`src/rtl/vtlb_pkg.sv`:
```
package vtlb_pkg;
  typedef enum logic [1:0] {
    ST_IDLE   = 2'd0,
    ST_WALK   = 2'd1,
    ST_REPLAY = 2'd2
  } vtlb_state_t;
endpackage

```
`src/rtl/vtlb_entries.sv`:
```
module vtlb_entries #(
  parameter int ENTRIES = 8,
  parameter int VPN_W   = 20,
  parameter int PPN_W   = 20,
  parameter int IDX_W   = 3
) (
  input  logic             clk,
  input  logic             rst,
  input  logic [VPN_W-1:0] lookup_vpn,
  output logic             match_any,
  output logic [PPN_W-1:0] match_ppn,
  input  logic             wr_en,
  input  logic [IDX_W-1:0] wr_idx,
  input  logic [VPN_W-1:0] wr_vpn,
  input  logic [PPN_W-1:0] wr_ppn
);
  logic [ENTRIES-1:0] valid_q;
  logic [VPN_W-1:0]   vpn_q [ENTRIES];
  logic [PPN_W-1:0]   ppn_q [ENTRIES];
  logic [ENTRIES-1:0] match_vec;

  // tag and data arrays: no reset, written at one index per cycle
  always_ff @(posedge clk) begin
    if (wr_en) begin
      vpn_q[wr_idx] <= wr_vpn;
      ppn_q[wr_idx] <= wr_ppn;
    end
  end

  always_ff @(posedge clk) begin
    if (rst) begin
      valid_q <= '0;
    end else if (wr_en) begin
      valid_q[wr_idx] <= 1'b1;
    end
  end

  // parallel comparators, one per slot
  genvar g;
  generate
    for (g = 0; g < ENTRIES; g++) begin : g_cmp
      assign match_vec[g] = valid_q[g] && (vpn_q[g] == lookup_vpn);
    end
  endgenerate

  assign match_any = |match_vec;

  always_comb begin
    match_ppn = '0;
    for (int i = 0; i < ENTRIES; i++) begin
      if (match_vec[i]) match_ppn = match_ppn | ppn_q[i];
    end
  end


  unique_match_chk: assert property (@(posedge clk) disable iff (rst)
    $onehot0(match_vec));


  empty_after_reset_chk: assert property (@(posedge clk)
    rst |=> (valid_q == '0));
endmodule

```
`src/rtl/vtlb_victim.sv`:
```
module vtlb_victim #(
  parameter int ENTRIES = 8,
  parameter int IDX_W   = 3
) (
  input  logic             clk,
  input  logic             rst,
  input  logic             adv,
  output logic [IDX_W-1:0] ptr
);
  localparam logic [IDX_W-1:0] LAST = IDX_W'(ENTRIES - 1);

  logic [IDX_W-1:0] ptr_q;

  always_ff @(posedge clk) begin
    if (rst) begin
      ptr_q <= '0;
    end else if (adv) begin
      ptr_q <= (ptr_q == LAST) ? '0 : ptr_q + 1'b1;
    end
  end

  assign ptr = ptr_q;


  ptr_wrap_chk: assert property (@(posedge clk) disable iff (rst)
    (adv && ptr_q == LAST) |=> (ptr_q == '0));


  ptr_hold_chk: assert property (@(posedge clk) disable iff (rst)
    !adv |=> $stable(ptr_q));
endmodule

```
`src/rtl/vtlb_ctrl.sv`:
```
module vtlb_ctrl
  import vtlb_pkg::*;
#(
  parameter int VPN_W = 20
) (
  input  logic             clk,
  input  logic             rst,
  input  logic             req_valid,
  input  logic [VPN_W-1:0] req_vpn,
  input  logic             match_any,
  input  logic             resp_valid,
  output logic             walk_req,
  output logic [VPN_W-1:0] walk_vpn,
  output logic             fill_en,
  output logic             stall,
  output logic             replay,
  output logic             idle
);
  vtlb_state_t      state_q, state_d;
  logic [VPN_W-1:0] vpn_q;
  logic             miss;

  assign idle = (state_q == ST_IDLE);
  assign miss = idle && req_valid && !match_any;

  always_comb begin
    state_d = state_q;
    case (state_q)
      ST_IDLE:   if (miss) state_d = ST_WALK;
      ST_WALK:   if (resp_valid) state_d = ST_REPLAY;
      ST_REPLAY: state_d = ST_IDLE;
      default:   state_d = ST_IDLE;
    endcase
  end

  always_ff @(posedge clk) begin
    if (rst) begin
      state_q <= ST_IDLE;
      vpn_q   <= '0;
    end else begin
      state_q <= state_d;
      if (miss) vpn_q <= req_vpn;
    end
  end

  assign walk_req = (state_q == ST_WALK);
  assign walk_vpn = vpn_q;
  assign fill_en  = walk_req && resp_valid;
  assign replay   = (state_q == ST_REPLAY);
  assign stall    = !idle || miss;


  miss_walk_chk: assert property (@(posedge clk) disable iff (rst)
    (idle && req_valid && !match_any) |=> (walk_req && walk_vpn == $past(req_vpn)));


  walk_hold_chk: assert property (@(posedge clk) disable iff (rst)
    (walk_req && !resp_valid) |=> (walk_req && $stable(walk_vpn)));


  replay_after_fill_chk: assert property (@(posedge clk) disable iff (rst)
    (walk_req && resp_valid) |=> (replay && stall));


  replay_pulse_chk: assert property (@(posedge clk) disable iff (rst)
    replay |=> !replay);
endmodule

```
`src/rtl/vtlb_top.sv`:
```
module vtlb_top #(
  parameter int VADDR_W  = 32,
  parameter int PADDR_W  = 32,
  parameter int OFFSET_W = 12,
  parameter int ENTRIES  = 8
) (
  input  logic                        clk,
  input  logic                        rst,
  input  logic                        req_valid,
  input  logic [VADDR_W-1:0]          req_vaddr,
  output logic                        hit,
  output logic [PADDR_W-1:0]          paddr,
  output logic                        stall,
  output logic                        replay,
  output logic                        walk_req,
  output logic [VADDR_W-OFFSET_W-1:0] walk_vpn,
  input  logic                        walk_resp_valid,
  input  logic [PADDR_W-OFFSET_W-1:0] walk_resp_ppn
);
  localparam int VPN_W = VADDR_W - OFFSET_W;
  localparam int PPN_W = PADDR_W - OFFSET_W;
  localparam int IDX_W = (ENTRIES > 1) ? $clog2(ENTRIES) : 1;

  logic [VPN_W-1:0]    req_vpn;
  logic [OFFSET_W-1:0] req_off;
  logic                match_any;
  logic [PPN_W-1:0]    match_ppn;
  logic                fill_en;
  logic                idle;
  logic [IDX_W-1:0]    victim;

  assign req_vpn = req_vaddr[VADDR_W-1:OFFSET_W];
  assign req_off = req_vaddr[OFFSET_W-1:0];

  vtlb_entries #(
    .ENTRIES(ENTRIES), .VPN_W(VPN_W), .PPN_W(PPN_W), .IDX_W(IDX_W)
  ) u_entries (
    .clk(clk), .rst(rst),
    .lookup_vpn(req_vpn), .match_any(match_any), .match_ppn(match_ppn),
    .wr_en(fill_en), .wr_idx(victim), .wr_vpn(walk_vpn), .wr_ppn(walk_resp_ppn)
  );

  vtlb_victim #(.ENTRIES(ENTRIES), .IDX_W(IDX_W)) u_victim (
    .clk(clk), .rst(rst), .adv(fill_en), .ptr(victim)
  );

  vtlb_ctrl #(.VPN_W(VPN_W)) u_ctrl (
    .clk(clk), .rst(rst),
    .req_valid(req_valid), .req_vpn(req_vpn), .match_any(match_any),
    .resp_valid(walk_resp_valid),
    .walk_req(walk_req), .walk_vpn(walk_vpn), .fill_en(fill_en),
    .stall(stall), .replay(replay), .idle(idle)
  );

  assign hit   = idle && req_valid && match_any;
  assign paddr = hit ? {match_ppn, req_off} : '0;


  hit_no_stall_chk: assert property (@(posedge clk) disable iff (rst)
    hit |-> (!stall && !walk_req && !replay));


  quiet_idle_chk: assert property (@(posedge clk) disable iff (rst)
    (!req_valid && !walk_req && !replay) |-> (!stall && !hit && paddr == '0));


  offset_pass_chk: assert property (@(posedge clk) disable iff (rst)
    hit |-> (paddr[OFFSET_W-1:0] == req_vaddr[OFFSET_W-1:0]));
endmodule

```
`config.mk`:
```
export PLATFORM = sky130hd
export DESIGN_NAME = vtlb_top
export DESIGN_NICKNAME = d
export VERILOG_FILES = /design/src/rtl/vtlb_pkg.sv /design/src/rtl/vtlb_entries.sv /design/src/rtl/vtlb_victim.sv /design/src/rtl/vtlb_ctrl.sv /design/src/rtl/vtlb_top.sv
export SDC_FILE = /design/constraint.sdc
export NUM_CORES = 1
export LEC_CHECK = 0
export BUFFER_PORTS_ARGS = -buffer_cell sky130_fd_sc_hd__buf_2
export CORE_UTILIZATION = 55
export CTS_BUF_LIST = sky130_fd_sc_hd__clkbuf_2
export DETAILED_ROUTE_END_ITERATION = 12
export PLACE_DENSITY = 0.76
export SYNTH_ARGS = -nofsm -noshare
export SYNTH_HDL_FRONTEND = slang
export SYNTH_HIERARCHICAL = 1
export SYNTH_SLANG_ARGS = --single-unit
```
`constraint.sdc`:
```
create_clock -name clk -period 9 [get_ports clk]
set_input_delay 0.45 -clock clk [delete_from_list [all_inputs] [get_ports clk]]
set_output_delay 0.45 -clock clk [all_outputs]
set_load 0.02 [all_outputs]
```
==> results.sh, run 1 <==
export IMPL_max_freq_mhz=206
export IMPL_post_place_ws_ps=4820
export IMPL_final_common_cell="edfxtp_1"
export IMPL_synth_edf_count=320
export IMPL_finalWorstSetupSlack_ps=4150
export IMPL_hpwl_um=22400
export IMPL_switchingPower_w=0.000742
export IMPL_period_share=0.539
export IMPL_rsz0062_at_grt="false"
export IMPL_cellPowerDensity_nw_per_um2=176
export IMPL_postSynthAreaPerCell_um2=14.3
export IMPL_core_area_um2=27900
export IMPL_ant_nets=0
export IMPL_clock_path_buffers=3
export IMPL_fin_tns_setup_ps=0
export IMPL_start_util=0.560
export IMPL_wl_per_cell_um=22.5
export IMPL_grt_pass1_vias=10200
export IMPL_clk_pin_slew_ps=90
export IMPL_arrival_ps=4400
export IMPL_gp_congestion=0.804
export IMPL_finalHoldViolCount=0
export IMPL_cts_setup_buffers=0
export IMPL_slew_headroom=0.207
export IMPL_grtUsageTotal=0.270
export IMPL_die_width_um=170
export IMPL_clockPowerShare=0.349
export IMPL_cellLeakagePower_nw=6.28
export IMPL_reg2reg_depth=9
export IMPL_instances_no_fill=1720
export IMPL_cts_tree="built"
export IMPL_fillers=2102
export IMPL_crit_required_ps=8550
export IMPL_yosysSeqAreaShare=0.659
export IMPL_ys_async_sr_fraction=0
export IMPL_peakVddDrop_mv=0.139
export IMPL_ios=112
export IMPL_netlist_area_um2=15600
export IMPL_crit_type="input port to primary output"
export IMPL_worst_slew_pin_slew_ps=1190
export IMPL_crit_fanout=21
export IMPL_portBuffers=111
export IMPL_cts_resized=0
export IMPL_finalCriticalPeriod_ps=4850
export IMPL_dr_pass1_iters=9
export IMPL_p_seq_frac=0.593
export IMPL_crit_path_start_kind="input port"
export IMPL_layout_nets=1333
export IMPL_syn_inst=1090
export IMPL_worstSkewPairLatency_ps=880
export IMPL_drt_iter0_markers=904
export IMPL_outcome="finished clean"
export IMPL_synth_seq_cells=353
export IMPL_numCtsBuffers=87
export IMPL_synth_flop_cell="edfxtp_1"
export IMPL_maxCapViolations=0
export IMPL_dp_cells=1525
export IMPL_syn_nets=1148
export IMPL_die_h_um=170
export IMPL_grt_overflow=0
export IMPL_final_cell_mix="edfxtp_1, clkbuf_2, xnor2_1"
export IMPL_root_buffer="clkbuf_2"
export IMPL_sw_frac_of_total=0.241
export IMPL_hp_class="input port to flop"
export IMPL_yosysWarnings=6
export IMPL_die_area_um2=29000
export IMPL_rows=61
export IMPL_drive_above_1_share=0.246
export IMPL_htreeDepth=3
export IMPL_antenna_found_initial=2
export IMPL_finClkSkew_ps=69.6
export IMPL_viasPerCell=5.86
export IMPL_whs_path_depth=3
export IMPL_p_comb_frac=0.057
export IMPL_worstSetupEndpointType="primary output"
export IMPL_intPower_w=0.00234
export IMPL_yosysUniqueCellTypes=49
export IMPL_grt_max_degree=54
export IMPL_finalSetupViolCount=0
export IMPL_syn_to_final_growth_pct=12.7
export IMPL_finalMaxSlewViolations=0
export IMPL_grt_pass1_wl_um=57800
export IMPL_vias=10100
export IMPL_routed_wirelength_um=38700
export IMPL_drc=0
export IMPL_clock_sinks=353
## stage by stage
step / total power (W) / hold WS (ps) / utilization / cell area, µm²
6_report: 0.00308 / 83.5 / 0.631 / 17600
5_1_grt: 0.00320 / 29.6 / 0.631 / 17600
4_1_cts: 0.00311 / 4.58 / 0.630 / 17600
3_5_place_dp: 0.00203 / 468 / 0.587 / 16400
3_3_place_gp: 0.00203 / 441 / 0.587 / 16400
2_1_floorplan: 0.00197 / 432 / - / 15600
## layer usage
metal / wire length (µm) / part of all wire / up-vias / GRT usage
met5: 0 / 0 / - / 0
li1: - / - / 4529 / -
met2: 19100 / 0.49 / 578 / 0.450
met1: 15600 / 0.40 / 4914 / 0.348
met4: 909 / 0.023 / 0 / 0.110
met3: 3100 / 0.080 / 66 / 0.0526
## worst max-delay path: stages
cell           delay (ps)
dlygate4sd3_1         520
buf_2                 310
xor2_1                120
nor4_1                440
and3_1                980
a22oi_1               220
nand4_1               610
buf_4                 330
and4_1                210
buf_2                 170
## cell type report
cell class	instances	area (µm²)	area share
clock inverters	11	103	0.00584
diodes	2	5.00	0.000285
multi-input cells	567	4520	0.257
repair buffers	177	1150	0.0654
clock buffers	143	716	0.0407
inverters	89	334	0.0190
flip-flops and latches	353	10300	0.585
well taps	378	473	0.0269
## cells by family after synthesis
logic type	Yosys count	share of synthesized area
flops	353	0.659
simple gates	295	0.121
buf+inv	170	0.0597
xor+xnor	151	0.0911
compound gates	98	0.0539
mux	21	0.0135
fa+ha+maj	2	0.00161
## state kept, by name (all words and copies together), names as in the netlist
name / flops
u_ctrl/state_q: 2
u_ctrl/walk_vpn: 20
u_entries/ppn_q: 160
u_entries/valid_q: 8
u_entries/vpn_q: 160
u_victim/ptr: 3
## power groups by stage
stage | sequential, W | combinational (W) | clock (W)
floorplan | 0.00186 | 0.000101 | 0
global placement | 0.00187 | 0.000159 | 0
detailed placement | 0.00187 | 0.000163 | 0
CTS | 0.00183 | 0.000177 | 0.00110
global route | 0.00183 | 0.000189 | 0.00118
finish | 0.00183 | 0.000177 | 0.00108
## timing repair
item,4_1_cts,5_1_grt
endpoints found under the hold margin,179,0
hold buffers,39,0
endpoints found under the setup margin,0,0
## cells in the mapped netlist (5+ instances only)
cell	n	share of area
a32oi_1	82	0.046
and2_1	12	0.0048
and2_2	8	0.0039
and4_1	32	0.018
buf_2	25	0.0080
buf_4	7	0.0034
buf_6	12	0.0087
clkbuf_1	21	0.0051
clkbuf_8	12	0.011
dfxtp_1	33	0.042
edfxtp_1	320	0.62
inv_1	89	0.021
mux2i_1	21	0.013
nand2b_1	47	0.019
nand3_1	8	0.0026
nand4_1	45	0.018
nor2_1	26	0.0063
nor3_1	45	0.014
nor4_1	46	0.018
nor4_2	5	0.0040
xnor2_1	130	0.073
xor2_1	14	0.0079
## path summary, 6_finish.rpt
kind / start / end / slack (ps)
max reg2reg: u_entries/vpn_q[3][15]$_DFFE_PP_ / u_ctrl/walk_vpn[8]$_SDFFE_PP0P_ / 5090
min reg2reg: u_entries/valid_q[5]$_SDFFE_PP0P_ / u_entries/valid_q[5]$_SDFFE_PP0P_ / 490
min: req_vaddr[18] / u_ctrl/walk_vpn[6]$_SDFFE_PP0P_ / 80
max: req_vaddr[13] / paddr[3] / 4150
Note: power is estimated with default switching activity, not from simulation.
==> run 2, diff against run 1 <==
PLACE_DENSITY = 0.79   (was 0.76)
clock period = 4.2 ns   (was 9 ns; I/O delays follow)
==> results.sh, run 2 (same netlist as run 1, synthesis figures left out) <==
export IMPL_outcome="finished clean"
export IMPL_rows=61
export IMPL_regArea_um2=10300
export IMPL_clockPowerShare=0.339
export IMPL_r2r_end="u_ctrl/state_q[0]$_SDFFE_PP0P_"
export IMPL_finalHoldViolCount=0
export IMPL_syn_to_final_growth_pct=12.9
export IMPL_viasPerCell=5.98
export IMPL_clock_path_buffers=3
export IMPL_arrival_ps=3540
export IMPL_grtUsageTotal=0.269
export IMPL_routed_wirelength_um=38700
export IMPL_dpl_cell_area_um2=16400
export IMPL_worstSkewPairLatency_ps=880
export IMPL_r2r_start="u_entries/vpn_q[3][4]$_DFFE_PP_"
export IMPL_drt_iter0_markers=1095
export IMPL_rsz0062_at_grt="false"
export IMPL_cellPowerDensity_nw_per_um2=370
export IMPL_gp_congestion=0.821
export IMPL_holdPathEnd="u_entries/ppn_q[6][17]$_DFFE_PP_"
export IMPL_die_h_um=170
export IMPL_ios=112
export IMPL_clk_pin_slew_ps=110
export IMPL_root_buffer="clkbuf_2"
export IMPL_portBuffers=111
export IMPL_dr_pass1_iters=7
export IMPL_grt_max_degree=54
export IMPL_worstHoldStart="walk_resp_ppn[17]"
export IMPL_cellLeakagePower_nw=6.27
export IMPL_core_area_um2=27900
export IMPL_switchingPower_w=0.00159
export IMPL_final_cell_mix="edfxtp_1, xnor2_1, clkbuf_2"
export IMPL_maxCapViolations=0
export IMPL_slew_headroom=0.261
export IMPL_drive_above_1_share=0.236
export IMPL_htreeDepth=3
export IMPL_numCtsBuffers=85
export IMPL_fin_tns_setup_ps=0
export IMPL_cts_resized=0
export IMPL_cp_slowest_cell="nor4_4"
export IMPL_vias=10300
export IMPL_antenna_found_initial=2
export IMPL_reg2reg_depth=9
export IMPL_wl_per_cell_um=22.4
export IMPL_fillers=2020
export IMPL_peakVddDrop_mv=0.256
export IMPL_clock_sinks=353
export IMPL_layout_nets=1341
export IMPL_ff2ff_setup_slack_ps=1240
export IMPL_crit_required_ps=3990
export IMPL_max_stage_delay_ps=650
export IMPL_sw_frac_of_total=0.244
export IMPL_hp_class="input port to flop"
export IMPL_grt_pass1_vias=10100
export IMPL_finalCriticalPeriod_ps=3750
export IMPL_p_seq_frac=0.602
export IMPL_intPower_w=0.00492
export IMPL_cts_tree="built"
export IMPL_start_util=0.560
export IMPL_finalMaxSlewViolations=0
export IMPL_period_share=0.892
export IMPL_final_common_cell="edfxtp_1"
export IMPL_drc=0
export IMPL_die_area_um2=29000
export IMPL_multi_input_area_um2=4520
export IMPL_whs_path_depth=2
export IMPL_crit_path_start_kind="flop"
export IMPL_finClkSkew_ps=53.6
export IMPL_ant_nets=0
export IMPL_finalHoldWorstSlack_ps=149
export IMPL_worstSetupEndpointType="primary output"
export IMPL_crit_type="flop to primary output"
export IMPL_cpMostUsedCell="nand4_1"
export IMPL_crit_fanout=17
export IMPL_final_area_um2=17600
export IMPL_hpwl_um=23100
export IMPL_finalSetupViolCount=0
export IMPL_grt_pass1_wl_um=57200
export IMPL_p_comb_frac=0.059
export IMPL_die_width_um=170
export IMPL_worst_slew_pin_slew_ps=1110
export IMPL_grt_overflow=0
export IMPL_max_freq_mhz=267
export IMPL_path_cells="xnor2_1 -> nand4_1 -> nor4_4 -> a32oi_1 -> nand4_1 -> buf_4 -> and4_1 -> buf_2"
[run 2: repair_timing]
item | 4_1_cts | 5_1_grt
endpoints found under the setup margin | 0 | 0
buffers inserted | 0 | 0
hold buffers | 42 | 0
hold endpoints to repair | 192 | 0
[run 2: worst max path at each step]
| stage | endpoint | slack, ps | cells past startpoint | start |
|---|---|---|---|---|
| floorplan | u_entries/ppn_q[0][0]$_DFFE_PP_ | 130 | 3 | u_ctrl/state_q[0]$_SDFFE_PP0P_ |
| finish | paddr[26] | 450 | 8 | u_entries/vpn_q[3][4]$_DFFE_PP_ |
| global placement | u_ctrl/state_q[0]$_SDFFE_PP0P_ | 1110 | 10 | req_vaddr[16] |
| CTS | paddr[26] | 380 | 8 | u_entries/vpn_q[3][4]$_DFFE_PP_ |
| detailed placement | u_ctrl/state_q[0]$_SDFFE_PP0P_ | 1160 | 10 | req_vaddr[16] |
| global route | paddr[30] | 210 | 8 | u_entries/vpn_q[3][4]$_DFFE_PP_ |
[run 2: stage by stage]
stage                util  setup WS (ps)  instances  power, W
global placement    0.589           1110       1532   0.00434
finish              0.632            454       1726   0.00651
detailed placement  0.589           1160       1532   0.00435
CTS                 0.632            377       1724   0.00655
global route        0.632            214       1726   0.00675
floorplan               -            134       1090   0.00421
[run 2: critical path, delay by kind of cell (launching register included)]
kind                   cells  cell delay [ps]
XOR/XNOR                   1              290
flip-flops                 1              390
AO/OA/AOI/OAI              1              250
buffers and inverters      2              410
AND/OR/NAND/NOR            4             1320
[run 2: layout make-up]
class                           instances  area share
Sequential cell                       353       0.583
Multi-Input combinational cell        567       0.257
Tap cell                              378      0.0269
Clock inverter                         27     0.00888
Inverter                               89      0.0190
Antenna cell                            2    0.000284
Clock buffer                          123      0.0350
Timing Repair Buffer                  187      0.0699
[run 2: routing by layer]
| metal | part of all wire | vias to the layer above | wire length (µm) | GRT usage |
|---|---|---|---|---|
| li1 | - | 4550 | - | - |
| met1 | 0.38 | 4997 | 14800 | 0.331 |
| met2 | 0.49 | 649 | 18800 | 0.450 |
| met3 | 0.098 | 122 | 3790 | 0.0616 |
| met4 | 0.035 | 2 | 1370 | 0.124 |
| met5 | 0.00049 | - | 19 | 0 |
[run 2: power groups by stage]
| stage | Sequential [W] | Clock [W] | Combinational (W) |
|---|---|---|---|
| 2_1_floorplan | 0.00399 | 0 | 0.000217 |
| 3_3_place_gp | 0.00400 | 0 | 0.000342 |
| 3_5_place_dp | 0.00400 | 0 | 0.000351 |
| 4_1_cts | 0.00392 | 0.00225 | 0.000383 |
| 5_1_grt | 0.00393 | 0.00241 | 0.000410 |
| 6_report | 0.00392 | 0.00221 | 0.000384 |
